<file path="config.mk">
export PLATFORM = sky130hd
export DESIGN_NAME = ld_addr_gen
export DESIGN_NICKNAME = d
export VERILOG_FILES = /design/src/rtl/ldag_pkg.sv /design/src/rtl/ldag_decode.sv /design/src/rtl/ldag_offset_adder.sv /design/src/rtl/ldag_result.sv /design/src/rtl/ld_addr_gen.sv
export SDC_FILE = /design/constraint.sdc
export NUM_CORES = 1
export LEC_CHECK = 0
export BUFFER_PORTS_ARGS = -buffer_cell sky130_fd_sc_hd__buf_2
export CORE_MARGIN = 2
export CORE_UTILIZATION = 35
export DETAILED_ROUTE_END_ITERATION = 10
export PLACE_DENSITY = 0.63
export SLEW_MARGIN = 20
export SYNTH_ARGS = -nofsm -noshare
export SYNTH_HDL_FRONTEND = slang
export SYNTH_SLANG_ARGS = --single-unit
</file>
<file path="constraint.sdc">
create_clock -name clk -period 6.2 [get_ports clk]
set_clock_uncertainty 0.2 [all_clocks]
set_input_delay 1.86 -clock clk [delete_from_list [all_inputs] [get_ports clk]]
set_output_delay 1.86 -clock clk [all_outputs]
set_load 0.03 [all_outputs]
</file>
<file path="src/rtl/ldag_pkg.sv">
package ldag_pkg;
   localparam int INSTR_W = 32;
   localparam int IDX_W   = 4;
   localparam int IMM_W   = 12;

   // Instruction bit positions that steer behaviour
   localparam int B_REGOFF = 25;
   localparam int B_PRE    = 24;
   localparam int B_UP     = 23;
   localparam int B_BYTE   = 22;
   localparam int B_WBACK  = 21;
   localparam int B_BASE   = 16;
   localparam int B_DST    = 12;

   typedef struct packed {
      logic             reg_off;
      logic             pre;
      logic             up;
      logic             byte_sz;
      logic             wback;
      logic [IDX_W-1:0] base_idx;
      logic [IDX_W-1:0] dst_idx;
      logic [IMM_W-1:0] imm;
   } ld_fields_t;

   typedef enum logic {S_IDLE = 1'b0, S_WAIT = 1'b1} ld_state_e;
endpackage

</file>
<file path="src/rtl/ldag_decode.sv">
module ldag_decode
   import ldag_pkg::*;
(
   input  logic [INSTR_W-1:0] instr_i,
   output ld_fields_t         fields_o
);
   logic unused_bits;
   assign unused_bits = ^{instr_i[INSTR_W-1:B_REGOFF+1], instr_i[B_WBACK-1:B_BASE+IDX_W]};

   always_comb begin
      fields_o.reg_off  = instr_i[B_REGOFF];
      fields_o.pre      = instr_i[B_PRE];
      fields_o.up       = instr_i[B_UP];
      fields_o.byte_sz  = instr_i[B_BYTE];
      fields_o.wback    = instr_i[B_WBACK];
      fields_o.base_idx = instr_i[B_BASE +: IDX_W];
      fields_o.dst_idx  = instr_i[B_DST +: IDX_W];
      fields_o.imm      = instr_i[IMM_W-1:0];
   end
endmodule

</file>
<file path="src/rtl/ldag_offset_adder.sv">
module ldag_offset_adder #(
   parameter int XLEN          = 32,
   parameter bit SINGLE_ADDER  = 1'b1
) (
   input  logic [XLEN-1:0] base_i,
   input  logic [XLEN-1:0] offset_i,
   input  logic            up_i,
   output logic [XLEN-1:0] sum_o
);
   generate
      if (SINGLE_ADDER) begin : g_one
         logic [XLEN-1:0] opnd;
         assign opnd  = up_i ? offset_i : ~offset_i;
         assign sum_o = base_i + opnd + {{(XLEN-1){1'b0}}, ~up_i};
      end else begin : g_two
         logic [XLEN-1:0] plus, minus;
         assign plus  = base_i + offset_i;
         assign minus = base_i - offset_i;
         assign sum_o = up_i ? plus : minus;
      end
   endgenerate
endmodule

</file>
<file path="src/rtl/ldag_result.sv">
module ldag_result #(
   parameter int XLEN = 32
) (
   input  logic            byte_sz_i,
   input  logic [XLEN-1:0] rdata_i,
   output logic [XLEN-1:0] value_o
);
   always_comb begin
      if (byte_sz_i) value_o = {{(XLEN-8){1'b0}}, rdata_i[7:0]};
      else           value_o = rdata_i;
   end
endmodule

</file>
<file path="src/rtl/ld_addr_gen.sv">
module ld_addr_gen
   import ldag_pkg::*;
#(
   parameter int XLEN         = 32,
   parameter int PC_IDX       = 15,
   parameter int CYC_IMM      = 3,
   parameter int CYC_REG      = 1,
   parameter bit SINGLE_ADDER = 1'b1,
   localparam int CYC_MAX     = (CYC_IMM > CYC_REG) ? CYC_IMM : CYC_REG,
   localparam int CYC_W       = $clog2(CYC_MAX + 1)
) (
   input  logic                 clk,
   input  logic                 rst_n,
   input  logic                 issue_i,
   input  logic [INSTR_W-1:0]   instr_i,
   input  logic [XLEN-1:0]      base_i,
   input  logic [XLEN-1:0]      shifted_i,
   output logic                 mem_req_o,
   output logic [XLEN-1:0]      mem_addr_o,
   output logic                 mem_byte_o,
   input  logic                 mem_valid_i,
   input  logic [XLEN-1:0]      mem_rdata_i,
   output logic                 rd_we_o,
   output logic [IDX_W-1:0]     rd_idx_o,
   output logic [XLEN-1:0]      rd_data_o,
   output logic                 wb_we_o,
   output logic [IDX_W-1:0]     wb_idx_o,
   output logic [XLEN-1:0]      wb_data_o,
   output logic                 refill_o,
   output logic [CYC_W-1:0]     cost_o
);
   generate
      if (XLEN < 16)            begin : g_bad_xlen  $error("XLEN must hold the 12-bit literal and a byte"); end
      if (CYC_IMM < 1 || CYC_REG < 1) begin : g_bad_cyc $error("cycle costs must be positive"); end
      if (PC_IDX < 0 || PC_IDX >= (1 << IDX_W)) begin : g_bad_pc $error("PC_IDX out of range"); end
   endgenerate

   ld_fields_t      fld;
   logic [XLEN-1:0] offset, sum, loaded;
   ld_state_e       state_q;

   logic            wben_q, refill_pend_q;
   logic [XLEN-1:0] addr_q, wbv_q, rd_data_q;
   logic [IDX_W-1:0] rd_idx_q, base_idx_q;
   logic            byte_q, req_q, rd_we_q, wb_we_q, refill_q;
   logic [CYC_W-1:0] cost_q;

   ldag_decode u_dec (.instr_i(instr_i), .fields_o(fld));

   assign offset = fld.reg_off ? shifted_i : {{(XLEN-IMM_W){1'b0}}, fld.imm};

   ldag_offset_adder #(.XLEN(XLEN), .SINGLE_ADDER(SINGLE_ADDER)) u_add (
      .base_i(base_i), .offset_i(offset), .up_i(fld.up), .sum_o(sum));

   ldag_result #(.XLEN(XLEN)) u_res (
      .byte_sz_i(byte_q), .rdata_i(mem_rdata_i), .value_o(loaded));

   always_ff @(posedge clk) begin
      if (!rst_n) begin
         state_q       <= S_IDLE;
         req_q         <= 1'b0;
         addr_q        <= '0;
         byte_q        <= 1'b0;
         wbv_q         <= '0;
         wben_q        <= 1'b0;
         refill_pend_q <= 1'b0;
         rd_idx_q      <= '0;
         base_idx_q    <= '0;
         cost_q        <= '0;
         rd_we_q       <= 1'b0;
         rd_data_q     <= '0;
         wb_we_q       <= 1'b0;
         refill_q      <= 1'b0;
      end else begin
         rd_we_q  <= 1'b0;
         wb_we_q  <= 1'b0;
         refill_q <= 1'b0;
         if (state_q == S_IDLE) begin
            if (issue_i) begin
               state_q       <= S_WAIT;
               req_q         <= 1'b1;
               addr_q        <= fld.pre ? sum : base_i;
               byte_q        <= fld.byte_sz;
               wbv_q         <= sum;
               wben_q        <= ~fld.pre | fld.wback;
               refill_pend_q <= ~fld.byte_sz & (fld.dst_idx == IDX_W'(PC_IDX));
               rd_idx_q      <= fld.dst_idx;
               base_idx_q    <= fld.base_idx;
               cost_q        <= fld.reg_off ? CYC_W'(CYC_REG) : CYC_W'(CYC_IMM);
            end
         end else if (mem_valid_i) begin
            state_q   <= S_IDLE;
            req_q     <= 1'b0;
            rd_we_q   <= 1'b1;
            rd_data_q <= loaded;
            wb_we_q   <= wben_q & (base_idx_q != rd_idx_q);
            refill_q  <= refill_pend_q;
         end
      end
   end

   assign mem_req_o  = req_q;
   assign mem_addr_o = addr_q;
   assign mem_byte_o = byte_q;
   assign rd_we_o    = rd_we_q;
   assign rd_idx_o   = rd_idx_q;
   assign rd_data_o  = rd_data_q;
   assign wb_we_o    = wb_we_q;
   assign wb_idx_o   = base_idx_q;
   assign wb_data_o  = wbv_q;
   assign refill_o   = refill_q;
   assign cost_o     = cost_q;

   // request and address hold until the memory answers
   p_addr_hold_r11: assert property (@(posedge clk) disable iff (!rst_n)
      (mem_req_o && !mem_valid_i) |=> (mem_req_o && $stable(mem_addr_o)));

   // answer leads to a completion in the following cycle
   p_done_after_valid_r11: assert property (@(posedge clk) disable iff (!rst_n)
      (mem_req_o && mem_valid_i) |=> (rd_we_o && !mem_req_o));

   // completion is a single-cycle pulse
   p_done_pulse_r11: assert property (@(posedge clk) disable iff (!rst_n)
      rd_we_o |=> !rd_we_o);

   // writeback never targets the destination register
   p_no_clash_r8: assert property (@(posedge clk) disable iff (!rst_n)
      wb_we_o |-> (rd_we_o && (wb_idx_o != rd_idx_o)));

   // byte results carry no upper bits
   p_byte_zext_r6: assert property (@(posedge clk) disable iff (!rst_n)
      (rd_we_o && mem_byte_o) |-> (rd_data_o[XLEN-1:8] == '0));

   // refill only with a word completion
   p_refill_word_r7: assert property (@(posedge clk) disable iff (!rst_n)
      refill_o |-> (rd_we_o && !mem_byte_o && rd_idx_o == IDX_W'(PC_IDX)));
endmodule

</file>
Yosys cells after proc, flatten, opt, wreduce, memory -nomap -nowiden
Cells that the tools add are included.
{"block": "word_totals", "ramBits": 0, "input_bits": 132, "latchBits": 0, "word_cells": 45, "regBits": 114, "mem_bits_ro": 0, "out_inout_bits": 111, "memories": 0}
{"block": "classes", "n_addsub": 2, "eq_ne": 3, "magnitude_cmp": 0, "muxes": 12, "bitwise": 8, "div": 0, "n_shift": 0, "reduce_logical": 6, "n_mul": 0}
{"op": "32-bit 2-to-1 mux", "count": 4}
{"op": "32-bit by 1-bit adder with 32-bit output", "count": 1}
{"op": "32-bit adder", "count": 1}
{"op": "32-bit NOT", "count": 1}
{"op": "2-bit AND reduction", "count": 4}
{"op": "1-bit 2-to-1 mux", "count": 7}
{"op": "4-bit equality test (second input constant)", "count": 1}
{"op": "4-bit inequality test", "count": 1}
{"op": "1-bit NOT", "count": 4}
{"op": "3-bit AND reduction", "count": 1}
{"op": "1-bit bitwise AND", "count": 2}
{"op": "2-bit 2-to-1 mux", "count": 1}
{"op": "2-bit inequality test (second input constant)", "count": 1}
{"op": "2-bit nonzero test", "count": 1}
{"op": "1-bit bitwise OR", "count": 1}

Logic depth before layout (Yosys ltp)
Gate-level depths: netlist of run 1.
{"block": "logic_depth", "ltp_word": 6, "depth_mapped": 14, "depth_no_buf": 12}

By module
From an unflattened synthesis of run 1, not the netlist that was laid out.
{"block": "hier_totals", "cells_unflattened": 812, "hier_area_um2": 7170.6}
{"mod": "ld_addr_gen", "cells_each": 459, "n_inst": 1, "seq_area_each_um2": 2282.2, "area_per_inst_um2": 4584.4}
{"mod": "ldag_offset_adder", "cells_each": 294, "n_inst": 1, "seq_area_each_um2": 0.0, "area_per_inst_um2": 2125.8}
{"mod": "ldag_result", "cells_each": 34, "n_inst": 1, "seq_area_each_um2": 0.0, "area_per_inst_um2": 272.8}
{"mod": "ldag_decode", "cells_each": 25, "n_inst": 1, "seq_area_each_um2": 0.0, "area_per_inst_um2": 187.7}

Worst setup path before layout of run 1
OpenSTA, ideal clock, no wires.
{"block": "synth_timing", "path_kind": "in2reg", "startpoint": "input port instr_i[25]", "endpoint": "register wbv_q[26] (netlist: wb_data_o[26])", "path_slack_ns": 0.980, "arrival_ns": 4.903, "setup_ns": 0.117, "path_buffers": 2, "path_stages": 13, "t_required_ns": 5.883, "path_cell_list": "buf_6 > clkbuf_1 > mux2i_1 > xnor2_1 > ha_1 > nor2b_1 > o31a_1 > o31ai_1 > a31oi_1 > o21ai_0 > o21ai_0 > o21ba_2 > a32o_1"}
{"block": "synth_between", "elab_chain_len": 5}
{"element": "start: declaration", "line": "ld_addr_gen.sv:15", "source": "input logic [INSTR_W-1:0] instr_i,"}
{"element": "32-bit 2-to-1 mux (*)", "line": "ld_addr_gen.sv:50", "source": "assign offset = fld.reg_off ? shifted_i : {{(XLEN-IMM_W){1'b0}}, fld.imm};"}
{"element": "32-bit NOT", "line": "ldag_offset_adder.sv:13", "source": "assign opnd = up_i ? offset_i : ~offset_i;"}
{"element": "32-bit 2-to-1 mux (*)", "line": "ldag_offset_adder.sv:13"}
{"element": "32-bit adder (*)", "line": "ldag_offset_adder.sv:14", "source": "assign sum_o = base_i + opnd + {{(XLEN-1){1'b0}}, ~up_i};"}
{"element": "32-bit by 1-bit adder with 32-bit output (*)", "line": "ldag_offset_adder.sv:14"}
{"element": "end signal: assignment", "line": "ld_addr_gen.sv:84", "source": "wbv_q <= sum;"}
{"element": "end: declaration", "line": "ld_addr_gen.sv:43", "source": "logic [XLEN-1:0] addr_q, wbv_q, rd_data_q;"}
Mark *: on every way between the ends. The rest lies on a longest branch, timed or not.
A chain may end at the register's enable or synchronous reset.

Final worst setup path of run 1
Same ends and word-level chain as after synthesis.

==> flow_metrics.env, run 1 <==
export IMPL_syn_to_final_growth_pct=30.2
export IMPL_cellPowerDensity_nw_per_um2=309
export IMPL_syn_inst=768
export IMPL_p_leak_nw=3.85
export IMPL_yosys_area_share_simple_pct=14.6
export IMPL_syn_nets=934
export IMPL_hold_path_class="register to register"
export IMPL_cts_tree="built"
export IMPL_post_route_min_period_ps=5110
export IMPL_post_route_util_pct=46.4
export IMPL_synth_compound_area_share_pct=25.3
export IMPL_rr_worst_depth=5
export IMPL_met3_length_um=1340
export IMPL_seqCellArea_um2=2280
export IMPL_clk_pin_slew_ps=60
export IMPL_seq_area_frac_synth_pct=35.8
export IMPL_avgSynthCellArea_um2=8.30
export IMPL_setup_tns_ps=0
export IMPL_maxCapViolations=0
export IMPL_layout_setup_ws_ps=1090
export IMPL_grt_pass1_wl_um=32100
export IMPL_rsz0062_at_grt="no"
export IMPL_ir_drop_uv=196
export IMPL_wl_met2_um=9150
export IMPL_tightestPinTransition_ps=954
export IMPL_clockRootBuffer="clkbuf_16"
export IMPL_holdBufCountCts=0
export IMPL_ys_warnings_count=0
export IMPL_yosys_area_share_adder_pct=6.79
export IMPL_timing_fmax_mhz=196
export IMPL_clkLatencyLatePin_ps=410
export IMPL_timing_rr_end="refill_pend_q"
export IMPL_coreArea_um2=17900
export IMPL_setup_viol=0
export IMPL_drt_first_iter_violations=311
export IMPL_fin_cells=1220
export IMPL_multi_input_area_um2=3860
export IMPL_clockBufferDepth=2
export IMPL_synth_seq_cells=114
export IMPL_synth_xor_area_share_pct=9.20
export IMPL_num_vias=6250
export IMPL_status="finished clean"
export IMPL_timing_final_crit_share_pct=82.4
export IMPL_via_per_inst=5.12
export IMPL_muxShareOfSynthArea_pct=4.43
export IMPL_finalHoldViolations=0
export IMPL_wl_um=20200
export IMPL_drive_above_1_share_pct=29.2
export IMPL_cts_made_buffers=17
export IMPL_cp_arrival_ps=5210
export IMPL_critPathCapture="wb_data_o[26]"
export IMPL_crit_path_end_kind="register"
export IMPL_wl_per_cell_um=16.5
export IMPL_num_nets_final=1144
export IMPL_drt_met1_wl_um=9400
export IMPL_synthArstFlopShare_pct=0
export IMPL_critPathRequiredTime_ps=6310
export IMPL_ys_types=55
export IMPL_cts_sinks=114
export IMPL_cp_startpoint="instr_i[25]"
export IMPL_cts_resized_gates=0
export IMPL_r2r_start="state_q"
export IMPL_dp_worst_setup_slack_ps=668
export IMPL_synth_edf_count=0
export IMPL_rows=49
export IMPL_grt_pass1_vias=6044
export IMPL_cts_setup_buffers=0
export IMPL_portBuffers=235
export IMPL_slew_limit_headroom_pct=36.3
export IMPL_grt_remaining_overflow=0
export IMPL_critPathLaunchType="primary input"
export IMPL_critPathMaxFanout=11
export IMPL_ys_flop_type="dfxtp_1"
export IMPL_hold_depth=2
export IMPL_drc_errors=0
export IMPL_start_util_pct=35.6
export IMPL_reg2reg_setup_slack_ps=3990
export IMPL_drt_pass1_iter_count=5
export IMPL_crit_type="primary input to register"
export IMPL_synth_top_family_by_area="compound AO/OA/AOI/OAI gates"
export IMPL_routed_top_layer="met4"
export IMPL_n_fill_cell=1827
export IMPL_die_width_um=139
export IMPL_grt_max_degree=89
export IMPL_dp_cells=1188
export IMPL_place_congestion=0.880
export IMPL_syn_area_um2=6380
export IMPL_grt_antenna_before_repair=1
export IMPL_io_pins=243
export IMPL_cts_htree_levels=4
export IMPL_grt_use_total_pct=20.7
export IMPL_ant_nets=0
export IMPL_fin_hold_ws_ps=249
export IMPL_die_y_um=139
export IMPL_die_area_um2=19300
export IMPL_dpl_hpwl_um=14600
export IMPL_slew_viol_final=0
-- stage by stage --
stage,power [mW],area (um^2)
after floorplan,1.39,6380
final,2.57,8300
after global routing,2.70,8300
after CTS,2.59,8300
after global placement,1.61,7710
after detailed placement,1.62,7710
-- placed cells by master (no fill, tap or decap), types with 2 or more instances in the layout --
master      netlist  layout
buf_2             0     235
nand2_1         119     119
dfxtp_1         114     114
a21oi_1          87      86
xnor2_1          54      54
o21ai_0          47      47
nor2_1           44      44
ha_1             33      33
a22o_1           32      32
mux2i_1          26      26
a211oi_1         18      18
clkbuf_16         0      17
nand3_1          14      14
xor2_1           13      13
a21o_1           11      11
nor3_1           10      10
buf_4             0       9
inv_1             8       8
a31oi_1           7       7
and3_1            7       7
o21bai_1          6       6
o21a_1            6       6
clkinv_4          0       6
nand4_1           5       5
o211ai_1          4       4
nor2b_1           5       4
o31ai_1           4       4
a41oi_1           4       4
or3_1             4       4
nand2b_1          4       3
a311oi_1          3       3
clkinvlp_4        0       3
and2_1            2       2
bufinv_16         0       2
inv_6             0       2
-- per-layer routing --
metal | global-route usage (%) | up-vias
li1 | - | 3158
met1 | 26.8 | 2852
met2 | 33.2 | 221
met3 | 6.39 | 19
met4 | 6.27 | 0
met5 | 0 | -
-- power by group --
group | switching [mW] | internal [mW]
Sequential | 0.0336 | 0.797
Clock | 0.370 | 0.593
Combinational | 0.492 | 0.281
Total | 0.895 | 1.67
-- worst max-delay path, cell delays in order --
cell	delay, ps
buf_2	290
mux2i_4	390
mux2i_1	250
fa_1	250
nor2b_1	70
o31a_1	320
o31ai_1	410
a31oi_1	150
buf_4	190
o21ai_0	300
o21ai_0	280
o21ba_2	260
a32o_1	200
-- flip-flops by register name, indices dropped and copies added, names as in the netlist, 2 cells and up --
name / count
mem_addr_o: 32
rd_data_o: 32
wb_data_o: 32
rd_idx_o: 4
wb_idx_o: 4
cost_o: 2
-- final cells by class --
class	instances	area share, %
Clock buffer	17	5.13
Tap cell	229	3.45
Multi-Input combinational cell	591	46.6
Timing Repair Buffer	244	15.0
Inverter	10	0.452
Clock inverter	14	1.90
Sequential cell	114	27.5
Antenna cell	1	0.0302
-- cell families (layout without fill, tap and decap cells) --
group,Yosys count,in the layout
adder cells (fa/ha/maj),34,34
AO/OA/AOI/OAI,245,245
multiplexers,27,27
AND/OR/NAND/NOR,218,218
buffers and inverters,63,285
XOR/XNOR,67,67
other,0,1
flip-flops,114,114
-- worst min path at each step --
stage,start,end,slack (ps)
detailed placement,wben_q,wb_we_o,240
floorplan,wben_q,wb_we_o,220
CTS,wb_data_o[0],wb_data_o[0],250
global route,wb_data_o[10],wb_data_o[10],270
finish,wb_data_o[0],wb_data_o[0],250
global placement,refill_pend_q,refill_o,240
-- cells in the mapped netlist, drive strengths merged (2+ instances only) --
master  count  share of area, %
nor2b       5              0.49
a21o       11               1.3
a221o       2              0.49
nand4       5              0.49
inv         9              0.53
nand2     119               7.0
o21a        6              0.71
and2        2              0.20
a211oi     19               2.4
and3        7              0.69
a21oi      87               6.8
xnor2      54               7.4
buf         8              0.59
o211ai      4              0.47
a31oi       7              0.69
mux2i      27               4.4
nand2b      4              0.39
o21ai      48               3.8
ha         33               6.5
a22o       32               4.4
o31ai       4              0.47
o21bai      6              0.71
a41oi       5              0.80
nor2       44               2.6
nand3      14               1.1
xor2       13               1.8
or3         4              0.39
clkbuf     45               2.6
dfxtp     114                36
nor3       10              0.78
a311oi      3              0.41
No activity file was read; power rests on OpenSTA's default activity.
==> inputs of run 2 (changes only) <==
--- a/config.mk
+++ b/config.mk
@@ -5,11 +5,12 @@
 export SDC_FILE = /design/constraint.sdc
 export NUM_CORES = 1
 export LEC_CHECK = 0
+export ABC_AREA = 1
 export BUFFER_PORTS_ARGS = -buffer_cell sky130_fd_sc_hd__buf_2
 export CORE_MARGIN = 2
 export CORE_UTILIZATION = 35
 export DETAILED_ROUTE_END_ITERATION = 10
-export PLACE_DENSITY = 0.63
+export PLACE_DENSITY = 0.62
 export SLEW_MARGIN = 20
 export SYNTH_ARGS = -nofsm -noshare
 export SYNTH_HDL_FRONTEND = slang
==> constraint.sdc (replaced) <==
create_clock -name clk -period 5.29 [get_ports clk]
set_clock_uncertainty 0.2 [all_clocks]
set_input_delay 1.587 -clock clk [delete_from_list [all_inputs] [get_ports clk]]
set_output_delay 1.587 -clock clk [all_outputs]
set_load 0.03 [all_outputs]
==> flow_metrics.env, run 2 <==
export IMPL_ys_flop_type="dfxtp_1"
export IMPL_synth_top_area_share_pct=32.8
export IMPL_timing_fmax_mhz=235
export IMPL_status="finished clean"
export IMPL_ir_drop_uv=221
export IMPL_synth_seq_cells=114
export IMPL_cellPowerDensity_nw_per_um2=346
export IMPL_clk_pin_slew_ps=60
export IMPL_holdBufCountCts=0
export IMPL_syn_inst=1046
export IMPL_rows=51
export IMPL_cts_tree="built"
export IMPL_grt_remaining_overflow=0
export IMPL_via_per_inst=4.87
export IMPL_syn_nets=1212
export IMPL_syn_area_um2=6970
export IMPL_num_vias=7490
export IMPL_dpl_hpwl_um=17600
export IMPL_yosys_top_cells_area="dfxtp_1 33%, nand2_1 14%, nand3_1 8.2%"
export IMPL_start_util_pct=35.7
export IMPL_crit_type="primary input to register"
export IMPL_setup_viol=0
export IMPL_slew_viol_final=0
export IMPL_syn_to_final_growth_pct=28.8
export IMPL_die_area_um2=21100
export IMPL_critPathRequiredTime_ps=5370
export IMPL_clockBufferDepth=2
export IMPL_cts_setup_buffers=0
export IMPL_power_mw=3.11
export IMPL_setup_tns_ps=0
export IMPL_ys_warnings_count=0
export IMPL_synthTopCellsByCount="264 x nand2_1, 114 x dfxtp_1, 114 x nand3_1"
export IMPL_seq_area_frac_synth_pct=32.8
export IMPL_synth_top_area_cell="dfxtp_1"
export IMPL_num_nets_final=1426
export IMPL_io_pins=243
export IMPL_critPathMaxFanout=28
export IMPL_diodes=0
export IMPL_synthArstFlopShare_pct=0
export IMPL_ant_nets=0
export IMPL_ys_types=35
export IMPL_maxCapViolations=0
export IMPL_critPathLaunchType="primary input"
export IMPL_grt_antenna_before_repair=1
export IMPL_synth_edf_count=0
export IMPL_met1_usage_pct=28.7
export IMPL_p_leak_nw=4.73
export IMPL_grt_pass1_wl_um=37500
export IMPL_cts_htree_levels=4
export IMPL_grt_pass1_vias=7267
export IMPL_grt_use_total_pct=21.9
export IMPL_die_width_um=145
export IMPL_cp_arrival_ps=4330
export IMPL_clkLatencyLatePin_ps=410
export IMPL_finalHoldViolations=0
export IMPL_post_route_min_period_ps=4250
export IMPL_cts_made_buffers=17
export IMPL_place_congestion=0.921
export IMPL_avgSynthCellArea_um2=6.66
export IMPL_busiest_layer="met2"
export IMPL_drt_first_iter_violations=454
export IMPL_hold_path_class="register to register"
export IMPL_use_met2_pct=36.2
export IMPL_drc_errors=0
export IMPL_clockRootBuffer="clkbuf_16"
export IMPL_met3_usage_pct=4.18
export IMPL_coreArea_um2=19500
export IMPL_wl_per_cell_um=15.0
export IMPL_portBuffers=235
export IMPL_tightestPinTransition_ps=926
export IMPL_synthMostInstantiatedCell="nand2_1"
export IMPL_cts_sinks=114
export IMPL_cts_resized_gates=0
export IMPL_wl_um=23100
export IMPL_drive_above_1_share_pct=23.9
export IMPL_die_y_um=145
export IMPL_drt_pass1_iter_count=5
export IMPL_rsz0062_at_grt="no"
export IMPL_slew_limit_headroom_pct=38.3
export IMPL_crit_path_end_kind="register"
export IMPL_final_common_cell="nand2_1"
export IMPL_grt_max_degree=90
export IMPL_timing_final_crit_share_pct=80.4
export IMPL_layout_common_cells="264 x nand2_1, 235 x buf_2, 114 x nand3_1, 114 x dfxtp_1, 108 x nor2_1"
run 2: cell types whose count changed after synthesis, moves of 11 or more:
cell	previous run	this run
mux2i_1	26	0
a211oi_1	18	1
nor2_1	44	110
xor2_1	13	40
inv_1	8	95
a22o_1	32	0
nand3_1	14	114
xnor2_1	54	10
nand2_1	119	264
nand2_2	0	11
o211ai_1	4	34
run 2: layer usage:
layer  routed length [um]  vias to the layer above
met5                    0                        -
met4                  604                        0
met3                 1220                       35
met2                10600                      229
met1                10700                     3374
li1                     -                     3852
run 2: critical path: stages:
cell      delay, ps
buf_2           470
inv_4           170
nand2_1         100
nand2_1          60
xor2_1          150
ha_1            390
a21oi_1         310
nand2_1         130
a21oi_1         280
a21oi_1         160
o21bai_1        250
nand3_1         110
nand2_1         110
a21oi_1          60
run 2: final cells by class:
cell class	count	area, um^2
sequential	114	2280
clock buffer	18	439
clock inverter	14	175
inverter	98	370
timing repair buffer	246	1260
multi-input combinational	783	4120
fill	2119	10600
tap	265	332
run 2: final timing paths:
kind	start	to	slack (ps)	depth (start not counted)
max	instr_i[25]	mem_addr_o[21]	1040	14
min	refill_pend_q	refill_o	230	2
min reg2reg	refill_pend_q	refill_o	230	2
max reg2reg	state_q	mem_addr_o[1]	3310	4
run 2: kinds of logic after synthesis:
logic type,share of synthesized area (%)
xor gates and xnor gates,6.28
AOI/OAI and AO/OA,14.6
buffers and inverters,8.30
adders and majority gates,6.21
DFF,32.8
and+or+nand+nor,31.9
run 2: power breakdown:
part | total, mW | internal [mW] | leakage (nW) | switching, mW
clock network | 1.21 | 0.758 | 0.294 | 0.448
registers | 0.965 | 0.929 | 0.937 | 0.0365
logic | 0.935 | 0.305 | 3.50 | 0.630
total | 3.11 | 1.99 | 4.73 | 1.11
run 2: through the flow:
stage | utilization (%) | worst slack [ps] | hold WS (ps) | instance area [um^2] | cells
after floorplan | - | 1300 | 208 | 6970 | 1046
after global placement | 42.8 | 600 | 219 | 8360 | 1506
after detailed placement | 42.8 | 590 | 219 | 8360 | 1506
after CTS | 46.0 | 1020 | 228 | 8970 | 1538
after global routing | 46.0 | 738 | 271 | 8970 | 1538
final | 46.0 | 1040 | 228 | 8970 | 1538
